===== src/rtl/adc_seq_pkg.sv =====
package adc_seq_pkg;

    localparam int RES_W = 16;
    localparam int LEN_W = 5;

    typedef enum logic [1:0] {
        ST_IDLE,
        ST_SCLK_LO,
        ST_SCLK_HI,
        ST_CONV_WAIT
    } seq_state_e;

    typedef struct packed {
        logic [1:0] len;
        logic       lsb;
        logic       bip;
    } cfg1_t;

    localparam logic [3:0] CMD_PWRDN = 4'd14;
    localparam logic [3:0] CMD_CFG2  = 4'd15;
    localparam cfg1_t      CFG1_DEFAULT = '{len: 2'b11, lsb: 1'b0, bip: 1'b0};

    function automatic logic [LEN_W-1:0] frame_bits(input logic [1:0] len);
        unique case (len)
            2'b01:   return LEN_W'(8);
            2'b11:   return LEN_W'(16);
            default: return LEN_W'(12);
        endcase
    endfunction

endpackage


===== src/rtl/adc_tick_cnt.sv =====
module adc_tick_cnt #(
    parameter int LIMIT = 2
) (
    input  logic clk,
    input  logic rst_n,
    input  logic clr,
    input  logic en,
    output logic hit
);
    localparam int W = $clog2(LIMIT + 1) + 1;

    logic [W-1:0] cnt;

    assign hit = en && (cnt == W'(LIMIT - 1));

    always_ff @(posedge clk or negedge rst_n) begin
        if (!rst_n) begin
            cnt <= '0;
        end else if (clr) begin
            cnt <= '0;
        end else if (en) begin
            cnt <= hit ? '0 : cnt + W'(1);
        end
    end
endmodule


===== src/rtl/adc_cmd_decode.sv =====
module adc_cmd_decode
    import adc_seq_pkg::*;
(
    input  logic [3:0]       cmd,
    input  cfg1_t            nibble,
    input  cfg1_t            stored,
    output cfg1_t            frame_cfg,
    output cfg1_t            next_cfg,
    output logic [LEN_W-1:0] frame_len
);
    logic to_cfg2;

    always_comb begin
        to_cfg2   = (cmd == CMD_CFG2);
        frame_cfg = to_cfg2 ? stored : nibble;
        if (!to_cfg2) begin
            next_cfg = nibble;
        end else if (nibble.bip) begin
            next_cfg = CFG1_DEFAULT;
        end else begin
            next_cfg = stored;
        end
        frame_len = frame_bits(frame_cfg.len);
    end
endmodule


===== src/rtl/adc_result_fmt.sv =====
module adc_result_fmt
    import adc_seq_pkg::*;
(
    input  logic [RES_W-1:0] shreg,
    input  logic [LEN_W-1:0] len,
    input  logic             lsb,
    input  logic             bip,
    output logic [RES_W-1:0] data
);
    logic [LEN_W-1:0] top;
    logic [LEN_W-1:0] j;
    logic             sign;

    always_comb begin
        top  = len - LEN_W'(1);
        sign = bip & (lsb ? shreg[0] : shreg[top[3:0]]);
        j    = '0;
        data = '0;
        for (int i = 0; i < RES_W; i++) begin
            j = top - LEN_W'(i);
            if (LEN_W'(i) < len) begin
                data[i] = lsb ? shreg[j[3:0]] : shreg[i];
            end else begin
                data[i] = sign;
            end
        end
    end
endmodule


===== src/rtl/adc_cmd_seq.sv =====
module adc_cmd_seq
    import adc_seq_pkg::*;
#(
    parameter int SCLK_DIV    = 4,
    parameter int TIMEOUT_CYC = 64
) (
    input  logic        clk,
    input  logic        rst_n,
    input  logic        req_valid,
    output logic        req_ready,
    input  logic [3:0]  req_cmd,
    input  logic [1:0]  req_len,
    input  logic        req_lsb_first,
    input  logic        req_bipolar,
    output logic        res_valid,
    output logic [15:0] res_data,
    output logic [3:0]  res_tag,
    output logic        res_sample,
    output logic        adc_cs_n,
    output logic        adc_sclk,
    output logic        adc_sdi,
    input  logic        adc_sdo,
    input  logic        adc_eoc
);
    localparam int HALF = SCLK_DIV / 2;

    seq_state_e state, state_nx;

    cfg1_t            cfg1_q;
    cfg1_t            frame_cfg_q;
    logic [LEN_W-1:0] frame_len_q;
    logic [7:0]       byte_q;
    logic [3:0]       cur_cmd;
    logic [3:0]       prev_cmd;
    logic             have_prev;
    logic [LEN_W-1:0] bit_idx;
    logic [LEN_W-1:0] nb;
    logic [RES_W-1:0] shreg;
    logic             seen_low;
    logic [1:0]       eoc_sync;
    logic             eoc_s;
    logic             half_hit;
    logic             to_hit;
    logic             last_bit;

    cfg1_t            dec_frame_cfg;
    cfg1_t            dec_next_cfg;
    logic [LEN_W-1:0] dec_len;
    logic [RES_W-1:0] fmt_data;

    assign eoc_s     = eoc_sync[1];
    assign req_ready = (state == ST_IDLE);
    assign last_bit  = (bit_idx == frame_len_q - LEN_W'(1));
    assign nb        = bit_idx + LEN_W'(1);

    adc_cmd_decode i_decode (
        .cmd       (req_cmd),
        .nibble    ('{len: req_len, lsb: req_lsb_first, bip: req_bipolar}),
        .stored    (cfg1_q),
        .frame_cfg (dec_frame_cfg),
        .next_cfg  (dec_next_cfg),
        .frame_len (dec_len)
    );

    adc_tick_cnt #(.LIMIT(HALF)) i_half (
        .clk   (clk),
        .rst_n (rst_n),
        .clr   ((state == ST_IDLE) || (state == ST_CONV_WAIT)),
        .en    ((state == ST_SCLK_LO) || (state == ST_SCLK_HI)),
        .hit   (half_hit)
    );

    adc_tick_cnt #(.LIMIT(TIMEOUT_CYC)) i_timeout (
        .clk   (clk),
        .rst_n (rst_n),
        .clr   (state != ST_CONV_WAIT),
        .en    (state == ST_CONV_WAIT),
        .hit   (to_hit)
    );

    adc_result_fmt i_fmt (
        .shreg (shreg),
        .len   (frame_len_q),
        .lsb   (frame_cfg_q.lsb),
        .bip   (frame_cfg_q.bip),
        .data  (fmt_data)
    );

    always_ff @(posedge clk or negedge rst_n) begin
        if (!rst_n) begin
            state <= ST_IDLE;
        end else begin
            state <= state_nx;
        end
    end

    always_comb begin
        state_nx = state;
        unique case (state)
            ST_IDLE:      if (req_valid) state_nx = ST_SCLK_LO;
            ST_SCLK_LO:   if (half_hit) state_nx = ST_SCLK_HI;
            ST_SCLK_HI:   if (half_hit) state_nx = last_bit ? ST_CONV_WAIT : ST_SCLK_LO;
            ST_CONV_WAIT: if ((seen_low && eoc_s) || to_hit) state_nx = ST_IDLE;
            default:      state_nx = ST_IDLE;
        endcase
    end

    always_ff @(posedge clk or negedge rst_n) begin
        if (!rst_n) begin
            eoc_sync    <= 2'b11;
            adc_cs_n    <= 1'b1;
            adc_sclk    <= 1'b0;
            adc_sdi     <= 1'b0;
            cfg1_q      <= CFG1_DEFAULT;
            frame_cfg_q <= CFG1_DEFAULT;
            frame_len_q <= LEN_W'(16);
            byte_q      <= '0;
            cur_cmd     <= '0;
            prev_cmd    <= '0;
            have_prev   <= 1'b0;
            bit_idx     <= '0;
            shreg       <= '0;
            seen_low    <= 1'b0;
            res_valid   <= 1'b0;
            res_data    <= '0;
            res_tag     <= '0;
            res_sample  <= 1'b0;
        end else begin
            eoc_sync  <= {eoc_sync[0], adc_eoc};
            res_valid <= 1'b0;
            unique case (state)
                ST_IDLE: begin
                    seen_low <= 1'b0;
                    if (req_valid) begin
                        adc_cs_n    <= 1'b0;
                        adc_sdi     <= req_cmd[3];
                        byte_q      <= {req_cmd, req_len, req_lsb_first, req_bipolar};
                        cur_cmd     <= req_cmd;
                        frame_cfg_q <= dec_frame_cfg;
                        frame_len_q <= dec_len;
                        cfg1_q      <= dec_next_cfg;
                        bit_idx     <= '0;
                        shreg       <= '0;
                    end
                end
                ST_SCLK_LO: begin
                    if (half_hit) begin
                        adc_sclk <= 1'b1;
                        shreg    <= {shreg[RES_W-2:0], adc_sdo};
                    end
                end
                ST_SCLK_HI: begin
                    if (half_hit) begin
                        adc_sclk <= 1'b0;
                        if (last_bit) begin
                            adc_cs_n   <= 1'b1;
                            adc_sdi    <= 1'b0;
                            res_valid  <= have_prev;
                            res_data   <= fmt_data;
                            res_tag    <= prev_cmd;
                            res_sample <= (prev_cmd < CMD_PWRDN);
                            prev_cmd   <= cur_cmd;
                            have_prev  <= 1'b1;
                        end else begin
                            bit_idx <= nb;
                            adc_sdi <= (nb < LEN_W'(8)) ? byte_q[3'd7 - nb[2:0]] : 1'b0;
                        end
                    end
                end
                ST_CONV_WAIT: begin
                    if (!eoc_s) seen_low <= 1'b1;
                end
                default: ;
            endcase
        end
    end
endmodule


===== config.mk =====
export PLATFORM = sky130hd
export DESIGN_NAME = adc_cmd_seq
export DESIGN_NICKNAME = d
export VERILOG_FILES = /design/src/rtl/adc_seq_pkg.sv /design/src/rtl/adc_tick_cnt.sv /design/src/rtl/adc_cmd_decode.sv /design/src/rtl/adc_result_fmt.sv /design/src/rtl/adc_cmd_seq.sv
export SDC_FILE = /design/constraint.sdc
export NUM_CORES = 1
export LEC_CHECK = 0
export BUFFER_PORTS_ARGS = -buffer_cell sky130_fd_sc_hd__buf_2
export CAP_MARGIN = 30
export CORE_UTILIZATION = 25
export CTS_CLUSTER_SIZE = 16
export DETAILED_ROUTE_END_ITERATION = 16
export GPL_ROUTABILITY_DRIVEN = 0
export PLACE_DENSITY = 0.45
export SLEW_MARGIN = 20
export SYNTH_ARGS = -nofsm -noshare
export SYNTH_HDL_FRONTEND = slang
export SYNTH_SLANG_ARGS = --single-unit

===== constraint.sdc =====
create_clock -name clk -period 8.69 [get_ports clk]
set_clock_uncertainty 0.2 [all_clocks]
set_input_delay 0.4345 -clock clk [delete_from_list [all_inputs] [get_ports clk]]
set_output_delay 0.4345 -clock clk [all_outputs]
set_load 0.02 [all_outputs]

==> flow_summary.toml <==
[outcome]
run_status = "complete, no violations"

[worst_setup_path]
crit_start = "frame_len_q[2]"
required_ns = 8.72
r2r_start = "frame_len_q[2]"
startpoint_type = "register"
r2r_setup_slack_ns = 4.71
worstSetupEndpoint = "prev_cmd[1]"
r2r_cells = 6
cp_max_fo = 22
crit_arrival_ns = 4.01
crit_type = "register to register"
rr_endpoint = "prev_cmd[1]"
cp-end-kind = "register"

[place]
numPortBuffers = 38
placed_area_mm2 = 0.00473
place_ws_ns = 4.66
dp_cells = 638
dp_hpwl_mm = 7.58

[synth]
yosys.area.top_type = "dfrtp_1"
synth.area.top_cells = "dfrtp_1, mux4_2, nand2_1"
synth_edf_count = 0
synth-seq-cells = 84
netlist_area_mm2 = 0.00434
syn_nets = 421
seq_area_frac_synth_pct = 48.6
synthCells = 398
synthArstFlopShare_pct = 100
yosysWarnings = 0
ys.flop_type = "dfrtp_1"
yosys.area.top_type_share_pct = 45.0
avgSynthCellArea_um2 = 10.9
ys_types = 55

[cts]
path_clk_slew_ns = 0.06
htree_levels = 3
cts_buffers = 9
clk_latency_ns = 0.34
clockBufferDepth = 2
cts_sinks = 84
cts_resized = 0
cts_tree = "done"
root_buffer = "clkbuf_16"

[global_routing]
gr-usage-all-layers_pct = 12.6
grt_pass1_wl_mm = 17.4
overflow = 0
grt_pass1_vias = 3199
antenna_found_initial = 0
grt_max_degree = 48

[final_layout]
stdcell_area_mm2 = 0.00509
antenna_cells = 0
area_growth_pct = 17.3
layoutNonFillerInstCount = 657
drive_gt1_share_pct = 20.4
nets = 455

[floorplan]
fp.dieW_um = 134
row_count = 47
dieArea_mm2 = 0.0179
core_mm2 = 0.0168
initial_utilization_pct = 25.9
num_io_pins = 39
fp.dieH_um = 134

[route]
drtAntennaViolNets = 0
viasPerCell = 4.81
totalWireLength_mm = 10.5
drc = 0
drt-wirelength-per-cell_um = 15.9
route.vias.total = 3161
drt_iter0_drc = 178
dr.pass1.iters = 4

[sta]
min_period_ns = 3.98
min_period_over_period_pct = 45.8
max_freq_mhz = 251
setup_viol = 0
drv_slew = 0
worst_pin_slew_ns = 0.898
worst_slack_ns = 4.71
fin_tns_setup_ns = 0
rsz0062_at_grt = "no"
hold_viol = 0
relSlewSlack_pct = 39.4

[pwr]
irDropWorstVdd_mv = 0.0877
total_power_mw = 0.843
p_per_area_mw_per_mm2 = 165
p_leak_nw = 2.38

[flow_run]
cap_violations = 0

[worst_hold_path]
hp-start = "adc_sdo"
hold_class = "input port to register"
-- flip-flops by register name, summed over array words and instances (netlist names), 2 cells and up --
register and cells:
cfg1_q 4, state 2, prev_cmd 4, res_tag 4
shreg 16, i_timeout.cnt 8, i_half.cnt 3, eoc_sync 2
byte_q 8, res_data 16, frame_len_q 3, frame_cfg_q 2
bit_idx 5
-- cells in the mapped netlist, types with 2 or more instances --
cell type	number
nor2_1	14
o21ai_1	2
mux2_2	9
xor2_1	4
dfrtp_1	78
clkbuf_1	12
and3_1	2
nand3_1	8
buf_2	5
nor3_1	3
nand3b_1	2
a22o_1	17
mux4_2	14
nor2b_1	16
inv_1	21
or3_1	3
o21ai_0	24
nand4_1	2
o2bb2ai_1	5
o22a_1	2
dfstp_2	6
a31oi_1	2
ha_1	10
buf_6	2
and2_1	4
a211oi_1	9
nand2_1	48
o31ai_1	11
o22ai_1	6
xnor2_1	6
o41ai_1	2
a21oi_1	12
a311oi_1	5
mux2i_1	11
-- per-layer routing --
layer / share of wire, % / global-route usage, % / vias to the layer above
met5: 0 / 0 / -
met1: 51 / 18.3 / 1549
li1: - / - / 1534
met2: 43 / 17.8 / 68
met4: 1.5 / 5.30 / 0
met3: 3.7 / 3.02 / 10
-- layout by cell type (no fill, tap or decap), types with 10 or more instances in the layout --
cell,netlist,layout
mux4_2,14,14
nor2b_1,16,16
nand2_1,48,48
o31ai_1,11,11
o21ai_0,24,24
dfrtp_1,78,78
mux2i_1,11,11
inv_1,21,21
nor2_1,14,14
a22o_1,17,17
buf_2,5,37
a21oi_1,12,12
ha_1,10,10
-- where the power goes --
group / internal, mW / switching, mW / total (mW)
Combinational: 0.0116 / 0.0143 / 0.0258
Clock: 0.261 / 0.155 / 0.416
Sequential: 0.395 / 0.00609 / 0.401
Total: 0.667 / 0.176 / 0.843
-- layout make-up --
| class | count | area (um2) |
|---|---|---|
| timing repair buffer | 44 | 250 |
| multi-input combinational | 272 | 2050 |
| sequential | 84 | 2110 |
| inverter | 21 | 78.8 |
| clock buffer | 11 | 243 |
| fill | 1718 | 11700 |
| tap | 220 | 275 |
| clock inverter | 5 | 85.1 |
-- metrics by stage --
stage | hold WS [ns] | utilization, %
final | 0.114 | 30.4
after global routing | 0.112 | 30.4
after CTS | 0.0967 | 30.3
after detailed placement | 0.151 | 28.2
after global placement | 0.146 | 28.2
after floorplan | -0.0611 | -
-- cell families (layout without fill, tap and decap cells) --
group,after synthesis,in the layout,synth area share (%)
multiplexers,34,34,12.1
AO/OA/AOI/OAI,107,107,17.2
XOR/XNOR,11,11,2.54
adder cells (fa/ha/maj),10,10,2.88
flip-flops,84,84,48.6
buffers and inverters,42,81,4.21
AND/OR/NAND/NOR,110,110,12.4
-- worst max-delay path: stages, from the launching register on --
cell	delay, ns
dfrtp_1	0.90
inv_1	0.28
ha_1	0.89
xor2_1	0.24
nand4_1	0.53
nor2_1	0.45
mux2_2	0.38
-- worst min-delay path by stage --
| stage | to | slack [ns] | cells past startpoint |
|---|---|---|---|
| after floorplan | adc_sclk | -0.06 | 0 |
| after global placement | eoc_sync[1] | 0.15 | 0 |
| after detailed placement | eoc_sync[1] | 0.15 | 0 |
| after CTS | shreg[0] | 0.1 | 2 |
| after global routing | shreg[0] | 0.11 | 2 |
| final | shreg[0] | 0.11 | 2 |
-- repair_timing --
action	4_1_cts	5_1_grt
buffers inserted	0	0
endpoints found under the hold margin	35	0
hold buffers	2	0
(Power assumes the default switching activity.)
